File: src/rtl/shf_pkg.sv
package shf_pkg;

  typedef enum logic [1:0] {
    K_LEFT = 2'b00,
    K_LSR  = 2'b01,
    K_ASR  = 2'b10,
    K_ASR2 = 2'b11
  } kind_e;

  typedef enum logic [1:0] {
    W_BYTE  = 2'b00,
    W_WORD  = 2'b01,
    W_LONG  = 2'b10,
    W_LONG2 = 2'b11
  } width_e;

  typedef struct packed {
    logic c;
    logic st;
    logic v;
  } sflags_t;

  // Index of the width lane: 0 byte, 1 word, 2 long.
  function automatic logic [1:0] lane_of(width_e w);
    case (w)
      W_BYTE:  return 2'd0;
      W_WORD:  return 2'd1;
      default: return 2'd2;
    endcase
  endfunction

endpackage

File: src/rtl/shf_ctrl.sv
module shf_ctrl #(
  parameter int CNT_W = 5
) (
  input  logic             clk,
  input  logic             rst_n,
  input  logic             start,
  input  logic [CNT_W-1:0] count,
  output logic             load,
  output logic             step,
  output logic             busy,
  output logic             done
);

  logic [CNT_W-1:0] rem_q;

  assign load = start && !busy;
  assign step = busy && (rem_q != '0);

  always_ff @(posedge clk or negedge rst_n) begin
    if (!rst_n) begin
      rem_q <= '0;
      busy  <= 1'b0;
      done  <= 1'b0;
    end else begin
      done <= 1'b0;
      if (!busy) begin
        if (start) begin
          busy  <= 1'b1;
          rem_q <= count;
        end
      end else if (rem_q != '0) begin
        rem_q <= rem_q - 1'b1;
      end else begin
        busy <= 1'b0;
        done <= 1'b1;
      end
    end
  end

  // done is a single-cycle pulse
  p_done_pulse_r9: assert property (@(posedge clk) disable iff (!rst_n)
    done |=> !done);

  // a shift with steps left keeps running regardless of start
  p_busy_hold_r10: assert property (@(posedge clk) disable iff (!rst_n)
    (busy && rem_q != '0) |=> busy);

  // remaining count only moves down while running
  p_rem_down_r9: assert property (@(posedge clk) disable iff (!rst_n)
    step |=> (rem_q == $past(rem_q) - 1'b1));

endmodule

File: src/rtl/shf_step.sv
module shf_step
  import shf_pkg::*;
#(
  parameter int DATA_W = 32
) (
  input  logic [DATA_W-1:0] op_i,
  input  width_e            wsel_i,
  input  kind_e             kind_i,
  input  sflags_t           fl_i,
  output logic [DATA_W-1:0] op_o,
  output sflags_t           fl_o
);

  localparam int LANES = 3;

  logic [DATA_W-1:0] cand [LANES];
  logic [LANES-1:0]  outb;
  logic [LANES-1:0]  chg;

  for (genvar g = 0; g < LANES; g++) begin : g_lane
    localparam int LW = DATA_W >> (LANES - 1 - g);
    logic [LW-1:0] seg;
    logic [LW-1:0] res;
    assign seg = op_i[LW-1:0];

    always_comb begin
      res    = seg;
      outb[g] = 1'b0;
      chg[g]  = 1'b0;
      case (kind_i)
        K_LEFT: begin
          res     = {seg[LW-2:0], 1'b0};
          outb[g] = seg[LW-1];
          chg[g]  = seg[LW-1] ^ seg[LW-2];
        end
        K_LSR: begin
          res     = {1'b0, seg[LW-1:1]};
          outb[g] = seg[0];
        end
        default: begin
          res     = {seg[LW-1], seg[LW-1:1]};
          outb[g] = seg[0];
        end
      endcase
    end

    always_comb begin
      cand[g]        = '0;
      cand[g][LW-1:0] = res;
    end
  end

  logic [1:0] ln;
  assign ln = lane_of(wsel_i);

  always_comb begin
    op_o  = cand[ln];
    fl_o.c  = outb[ln];
    fl_o.st = fl_i.st | fl_i.c;
    fl_o.v  = fl_i.v | chg[ln];
  end

endmodule

File: src/rtl/shf_flags.sv
module shf_flags
  import shf_pkg::*;
#(
  parameter int DATA_W = 32
) (
  input  logic [DATA_W-1:0] res_i,
  input  width_e            wsel_i,
  output logic              n_o,
  output logic              z_o
);

  localparam int LANES = 3;

  logic [LANES-1:0] n_l;
  logic [LANES-1:0] z_l;

  for (genvar g = 0; g < LANES; g++) begin : g_lane
    localparam int LW = DATA_W >> (LANES - 1 - g);
    assign n_l[g] = res_i[LW-1];
    assign z_l[g] = (res_i[LW-1:0] == '0);
  end

  logic [1:0] ln;
  assign ln = lane_of(wsel_i);
  assign n_o = n_l[ln];
  assign z_o = z_l[ln];

endmodule

File: src/rtl/shf_sticky_top.sv
module shf_sticky_top
  import shf_pkg::*;
#(
  parameter int DATA_W = 32,
  parameter int CNT_W  = 5
) (
  input  logic              clk,
  input  logic              rst_n,
  input  logic              start,
  input  logic [DATA_W-1:0] operand,
  input  logic [CNT_W-1:0]  count,
  input  logic [1:0]        width_sel,
  input  logic [1:0]        kind,
  output logic              busy,
  output logic              done,
  output logic [DATA_W-1:0] result,
  output logic              flag_c,
  output logic              flag_st,
  output logic              flag_v,
  output logic              flag_n,
  output logic              flag_z
);

  localparam int BYTE_W = DATA_W / 4;
  localparam int WORD_W = DATA_W / 2;
  localparam logic [DATA_W-1:0] ONES = '1;

  logic load, step;

  shf_ctrl #(.CNT_W(CNT_W)) u_ctrl (
    .clk   (clk),
    .rst_n (rst_n),
    .start (start),
    .count (count),
    .load  (load),
    .step  (step),
    .busy  (busy),
    .done  (done)
  );

  logic [DATA_W-1:0] op_q, op_nxt, in_mask;
  width_e            wsel_q;
  kind_e             kind_q;
  sflags_t           fl_q, fl_nxt;

  always_comb begin
    case (width_e'(width_sel))
      W_BYTE:  in_mask = ONES >> (DATA_W - BYTE_W);
      W_WORD:  in_mask = ONES >> (DATA_W - WORD_W);
      default: in_mask = ONES;
    endcase
  end

  shf_step #(.DATA_W(DATA_W)) u_step (
    .op_i   (op_q),
    .wsel_i (wsel_q),
    .kind_i (kind_q),
    .fl_i   (fl_q),
    .op_o   (op_nxt),
    .fl_o   (fl_nxt)
  );

  always_ff @(posedge clk or negedge rst_n) begin
    if (!rst_n) begin
      op_q   <= '0;
      wsel_q <= W_BYTE;
      kind_q <= K_LEFT;
      fl_q   <= '0;
    end else if (load) begin
      op_q   <= operand & in_mask;
      wsel_q <= width_e'(width_sel);
      kind_q <= kind_e'(kind);
      fl_q   <= '0;
    end else if (step) begin
      op_q <= op_nxt;
      fl_q <= fl_nxt;
    end
  end

  shf_flags #(.DATA_W(DATA_W)) u_flags (
    .res_i  (op_q),
    .wsel_i (wsel_q),
    .n_o    (flag_n),
    .z_o    (flag_z)
  );

  assign result  = op_q;
  assign flag_c  = fl_q.c;
  assign flag_st = fl_q.st;
  assign flag_v  = fl_q.v;

  // sticky can only rise after carry held a 1
  p_st_from_c_r5: assert property (@(posedge clk) disable iff (!rst_n)
    $rose(fl_q.st) |-> $past(fl_q.c));

  // right shifts finish with overflow clear
  p_right_no_v_r6: assert property (@(posedge clk) disable iff (!rst_n)
    (done && kind_q != K_LEFT) |-> !flag_v);

  // once overflow is seen during a shift it stays
  p_v_keep_r6: assert property (@(posedge clk) disable iff (!rst_n)
    (step && fl_q.v) |=> fl_q.v);

  // a zero count finishes next cycle with C, ST, V clear
  p_zero_cnt_r4: assert property (@(posedge clk) disable iff (!rst_n)
    (load && count == '0) |=> ##1 (done && !flag_c && !flag_st && !flag_v));

  // nothing above the selected width survives in a byte shift
  p_byte_clean_r1: assert property (@(posedge clk) disable iff (!rst_n)
    (done && wsel_q == W_BYTE) |-> (result[DATA_W-1:BYTE_W] == '0));

endmodule

File: config.mk
export PLATFORM = sky130hd
export DESIGN_NAME = shf_sticky_top
export DESIGN_NICKNAME = d
export VERILOG_FILES = /design/src/rtl/shf_pkg.sv /design/src/rtl/shf_ctrl.sv /design/src/rtl/shf_step.sv /design/src/rtl/shf_flags.sv /design/src/rtl/shf_sticky_top.sv
export SDC_FILE = /design/constraint.sdc
export NUM_CORES = 1
export LEC_CHECK = 0
export BUFFER_PORTS_ARGS = -buffer_cell sky130_fd_sc_hd__buf_2
export CAP_MARGIN = 15
export CORE_UTILIZATION = 35
export CTS_CLUSTER_DIAMETER = 50
export DETAILED_ROUTE_END_ITERATION = 16
export PLACE_DENSITY_LB_ADDON = 0.12
export RECOVER_POWER = 50
export SYNTH_ARGS = -nofsm -noshare
export SYNTH_HDL_FRONTEND = slang
export SYNTH_SLANG_ARGS = --single-unit
export TNS_END_PERCENT = 1
File: constraint.sdc
create_clock -name clk -period 2 [get_ports clk]
set_input_delay 0 -clock clk [delete_from_list [all_inputs] [get_ports clk]]
set_output_delay 0 -clock clk [all_outputs]
set_load 0.05 [all_outputs]
## Yosys cells after proc, flatten, opt, wreduce, memory -nomap -nowiden

Index checks and enable logic that the tools add are counted.

- Add/subtract/negate cells: 1
- Order comparisons: 2
- Equality and inequality tests: 4
- Muxes and demuxes: 34
- Bitwise operators: 7
- Reductions and logical operators: 13

Operator list:

| cell | number |
|---|---|
| two-way mux 32 bit | 4 |
| case mux 32 bit (2 select lines) | 2 |
| binary-select mux 32 bit (select 2 bit) | 1 |
| AND 32 bit | 1 |
| logical NOT 32 bit | 1 |
| case mux 16 bit (2 select lines) | 1 |
| logical NOT 16 bit | 1 |
| case mux 8 bit (2 select lines) | 1 |
| two-way mux 1 bit | 15 |
| two-way mux 5 bit | 3 |
| binary-select mux 1 bit (select 2 bit) | 4 |
| logical NOT 8 bit | 1 |
| equality test 2 x 1 -> 1 bit, second input constant | 3 |
| logical NOT 2 bit | 3 |
| two-way mux 3 bit | 2 |
| nonzero test 5 bit | 1 |
| subtractor 5 x 1 -> 5 bit, second input constant | 1 |
| case mux 2 bit (2 select lines) | 1 |
| nonzero test 2 bit | 2 |
| >= comparator 3 bit, second input constant | 1 |
| less-than comparator 2 x 3 -> 1 bit, second input constant | 1 |
| inverter 2 -> 3 bit | 1 |
| bitwise XOR 1 bit | 3 |
| logical AND 1 bit | 2 |
| 4 further kinds | 5 |

- Bits in registers: 46
- Output and inout bits: 39
- Logic and storage cells: 70

## Longest topological paths before layout

- Word-level depth: 8
- Gate-level depth with buffers: 8
- Depth with buffers taken out: 6

## By module

From an unflattened synthesis, not the netlist that was laid out.

- Cell total of the unflattened synthesis: 304
- Area total of the unflattened synthesis: 2982.9 um^2

Modules (own cells, without submodules):

| module | instances | cells an instance | area an instance (um^2) |
|---|---|---|---|
| shf_sticky_top | 1 | 136 | 1864.3 |
| shf_step | 1 | 116 | 609.3 |
| shf_ctrl | 1 | 36 | 374.1 |
| shf_flags | 1 | 16 | 135.1 |

## Worst setup path after synthesis

No wires, ideal clock.

- Path type: register to register
- Start: register op_q[15] (netlist: result[15])
- End: register fl_q (netlist bit flag_c)
- Library setup time: 82 ps
- Arrival: 1915 ps
- Data required time: 1918 ps
- Setup slack: 3 ps
- Cell stages (with the launch flop): 5
- Period minus slack after synthesis: 1997 ps
- Cell sequence: dfrtp_1 mux2i_1 mux2i_1 nand2_1 a31oi_1

- Longest elaborated chain between the ends: 5

RTL lines:

| element | RTL line | source |
|---|---|---|
| start: declaration | shf_sticky_top.sv:41 | `logic [DATA_W-1:0] op_q, op_nxt, in_mask;` |
| start signal: assignment | shf_sticky_top.sv:70 | `op_q <= operand & in_mask;` |
| start signal: assignment | shf_sticky_top.sv:75 | `op_q <= op_nxt;` |
| two-way mux 1 bit | shf_step.sv:30 | `case (kind_i)` |
| binary-select mux 1 bit (select 2 bit) | shf_step.sv:58 | `fl_o.c = outb[ln];` |
| two-way mux 1 bit (implied by the code) | shf_step.sv:58 |  |
| two-way mux 3 bit | shf_sticky_top.sv:74 | `end else if (step) begin` |
| two-way mux 3 bit | shf_sticky_top.sv:69 | `end else if (load) begin` |
| end signal: assignment | shf_sticky_top.sv:76 | `fl_q <= fl_nxt;` |
| end: declaration | shf_sticky_top.sv:44 | `sflags_t fl_q, fl_nxt;` |

Every way passes these cells. The select of a mux whose other input is x is not followed.
A chain may end at the register's enable or synchronous reset.

## Worst setup path after layout

- Start: register op_q[11] (netlist: result[11])
- End: output flag_z

- Longest elaborated chain between the ends: 3

RTL lines:

| element | RTL line | source |
|---|---|---|
| logical NOT 32 bit or logical NOT 16 bit (tied branches) | shf_flags.sv:20 | `assign z_l[g] = (res_i[LW-1:0] == '0);` |
| binary-select mux 1 bit (select 2 bit) (*) | shf_flags.sv:26 | `assign z_o = z_l[ln];` |
| two-way mux 1 bit (implied by the code) (*) | shf_flags.sv:26 |  |
| end: declaration | shf_sticky_top.sv:21 | `output logic flag_z` |

Mark *: on every way between the ends. The rest lies on a longest branch, timed or not. The select of a mux whose other input is x is not followed.

==> flow_summary.toml <==
[logic_synthesis]
synth-seq-area-share_pct = 42.0
ys.flop_type = "sky130_fd_sc_hd__dfrtp_1"
synthesized_area_per_cell_um2 = 9.63
ys_ff_latch = 46
synth_cell_types = 45
netlist.area_leader.share_pct = 42.0
post-synth-top-area-cell = "sky130_fd_sc_hd__dfrtp_1"
yosysWarnings = 0
yosys-top-cells-area = "sky130_fd_sc_hd__dfrtp_1, sky130_fd_sc_hd__mux2i_1, sky130_fd_sc_hd__a2bb2oi_1, sky130_fd_sc_hd__nand2_1, sky130_fd_sc_hd__o21ai_0"
total_standard_cell_area_after_synthesis_mm2 = 0.00274
synthesis.instances = 285
syn-num-nets = 333
synth-edff-count = 0
ys_async_sr_fraction_pct = 100

[timing]
totalNegativeSetupSlack_ps = 0
grt_setup_unrepaired = "false"
final.min_clock_period_ps = 1870
clock-skew-final_ps = 4.97
fin_hold_ws_ps = -3.08
post-route-worst-setup-slack_ps = 125
slew_violations = 0
max_freq_mhz = 533
hold_viol = 1
timing.final.crit_share_pct = 93.7
max_slew_margin_pct = 20.5
timing.final.setup_violations = 0
max_slew.worst_pin.slew_ps = 1190

[setup_path]
critical_path_start_end_classification = "register to output port"
worst_ep_arrival_time_ps = 1870
worst_setup_path_end_kind = "output port"
worst-endpoint-required_ps = 2000
setup.reg_to_reg.worst_slack_ps = 210
cp-start-kind = "register"
critical_path.max_fanout = 5

[global_routing]
antenna_found_initial = 0
gr-usage-all-layers_pct = 19.0
first_global_vias = 2502
grt_start_max_net_pins = 47
globalRouteOverflowTotal = 0
grt_pass1_wl_um = 12600

[clock_tree]
cts.clk_slew.worst_paths_ps = 80
cts_buffers = 5
h-tree-depth = 2
tritoncts = "done"
later_pin_clock_latency_in_the_skew_report_ps = 300
cts_sinks = 46
max-clock-path-buffers = 2
post-cts-setup-buffers = 0
clock_tree_root_buffer_cell = "sky130_fd_sc_hd__clkbuf_8"

[floorplan]
floorplan.die.height_um = 90.5
boundary_pin_count = 83
floorplan.die_area_mm2 = 0.00820
row_count = 31
fp.coreArea_mm2 = 0.00741
floorplan.die.width_um = 90.5
initial_utilization_pct = 37.0

[layout]
final_net_count = 435
final_layout_size_suffix_gt1_share_pct = 23.6
final_core_util_pct = 47.8
insertedDiodeCount = 0
area.growth.synth_to_final_pct = 29.0

[power]
power.combinational.fraction_pct = 59.5
power_density_mw_per_mm2 = 1530
internal-power_uw = 2720
sequential_fraction_of_design_power_pct = 30.0
pwr-share-clk_pct = 10.6
static_power_due_to_leakage_uw = 0.00172
irDropWorstVdd_mv = 0.448
switching_power_uw = 2690
switching_share_pct = 49.7

[detailed_routing]
vias = 2442
wire_length_per_cell_um = 15.2
vias_per_cell = 5.04
drc = 0
antenna_violating_nets_post_route = 0
detailedRoute.firstPassIterationCount = 6
drt-initial-drc-count = 130
routed_wl_um = 7360

[status]
result_of_the_run = "complete, but fails checks"
violated_checks = "negative hold slack"

[run]
drv_cap = 0

[hold_path]
hold_path_class = "input port to register"

[placed_design]
globalplace.congestion = 0.751
dp_worst_setup_slack_ps = 90.4
placement.io_buffers = 82
dp.final_hpwl_um = 5010
final cells by class:
| class | instances | area [um2] |
|---|---|---|
| Timing Repair Buffer | 117 | 719 |
| Clock buffer | 6 | 82.6 |
| Sequential cell | 46 | 1150 |
| Tap cell | 99 | 124 |
| Fill cell | 769 | 3870 |
| Inverter | 12 | 45.0 |
| Multi-Input combinational cell | 205 | 1420 |
metrics by stage:
step / hold slack, ps / cell area [um2] / total power, uW / instances
after floorplan: -296 / 2740 / 4140 / 285
after global placement: 142 / 3230 / 4840 / 455
after detailed placement: 143 / 3230 / 4870 / 455
after CTS: 0.231 / 3560 / 5500 / 485
after global routing: 17.1 / 3540 / 5820 / 485
final: -3.08 / 3540 / 5410 / 485
worst max-delay path, stage by stage, from the launching register on:
cell and delay [ps]:
sky130_fd_sc_hd__dfrtp_1 430, sky130_fd_sc_hd__nor4_1 310, sky130_fd_sc_hd__nand3_1 150, sky130_fd_sc_hd__nor3_1 280
sky130_fd_sc_hd__o211a_1 180, sky130_fd_sc_hd__clkbuf_4 220
synth_stat cells (2+ instances only):
master and number:
sky130_fd_sc_hd__a31oi_1 2, sky130_fd_sc_hd__nor2_1 14, sky130_fd_sc_hd__dfrtp_1 46, sky130_fd_sc_hd__a2bb2oi_1 23, sky130_fd_sc_hd__a21o_1 6, sky130_fd_sc_hd__buf_2 10, sky130_fd_sc_hd__inv_1 11, sky130_fd_sc_hd__mux2i_1 35
sky130_fd_sc_hd__and2_1 2, sky130_fd_sc_hd__o21ai_0 19, sky130_fd_sc_hd__o21ai_1 11, sky130_fd_sc_hd__nand2_1 38, sky130_fd_sc_hd__a211oi_1 6, sky130_fd_sc_hd__nor3_1 2, sky130_fd_sc_hd__a21oi_1 8, sky130_fd_sc_hd__nor4_1 5
sky130_fd_sc_hd__nand2b_1 3, sky130_fd_sc_hd__buf_6 3, sky130_fd_sc_hd__buf_4 8, sky130_fd_sc_hd__nand3_1 3, sky130_fd_sc_hd__nor2b_1 3, sky130_fd_sc_hd__ha_1 4
per-layer routing:
metal	track usage, %	wire length (um)	vias to the layer above	part of all wire [%]
met5	0	0	-	0
met4	4.44	53	0	0.72
met3	3.62	320	5	4.3
met2	30.4	3440	62	47
met1	26.5	3550	1143	48
li1	-	-	1232	-
path summary, 6_finish.rpt:
check                             endpoint       startpoint  depth (start not counted)
worst max-delay path                flag_z       result[11]                          5
worst min-delay path            result[30]      operand[30]                          3
worst max register to register   result[2]  u_ctrl.rem_q[0]                          7
worst min register to register     flag_st          flag_st                          2
max in group asynchronous       result[16]            rst_n                          3
min in group asynchronous        result[3]            rst_n                          3
power by group through the flow:
stage | Clock, uW | Combinational, uW | Sequential [uW]
global route | 627 | 3510 | 1680
global placement | 0 | 3210 | 1630
detailed placement | 0 | 3240 | 1640
finish | 571 | 3220 | 1620
CTS | 595 | 3280 | 1620
floorplan | 0 | 1950 | 2180
registers in the layout, indices dropped and copies added, names as in the netlist:
| name | count |
|---|---|
| flag_c | 1 |
| wsel_q | 2 |
| u_ctrl.busy | 1 |
| result | 32 |
| flag_st | 1 |
| flag_v | 1 |
| u_ctrl.done | 1 |
| kind_q | 2 |
| u_ctrl.rem_q | 5 |
cells by family (layout without fill, tap and decap cells):
logic type,count (synthesis),count (layout),synth area share [%]
buffers and inverters,34,135,7.07
AND/OR/NAND/NOR,79,79,14.2
AO/OA/AOI/OAI,85,85,21.2
adder cells (fa/ha/maj),4,4,1.82
flip-flops,46,46,42.0
multiplexers,37,37,13.7
repair_timing:
action | in CTS | in global routing
endpoints found under the hold margin | 69 | 0
resized for setup | 0 | 3
hold buffers | 24 | 0
endpoints found under the setup margin | 0 | 7
cell usage in the layout (no fill, tap or decap), types with 11 or more instances in the layout:
master,n
sky130_fd_sc_hd__o21ai_0,19
sky130_fd_sc_hd__mux2i_1,35
sky130_fd_sc_hd__clkbuf_1,19
sky130_fd_sc_hd__inv_1,11
sky130_fd_sc_hd__nand2_1,38
sky130_fd_sc_hd__dlygate4sd3_1,24
sky130_fd_sc_hd__buf_2,63
sky130_fd_sc_hd__a2bb2oi_1,23
sky130_fd_sc_hd__o21ai_1,11
sky130_fd_sc_hd__dfrtp_1,46
sky130_fd_sc_hd__nor2_1,13
No activity file was read; power rests on OpenSTA's default activity.
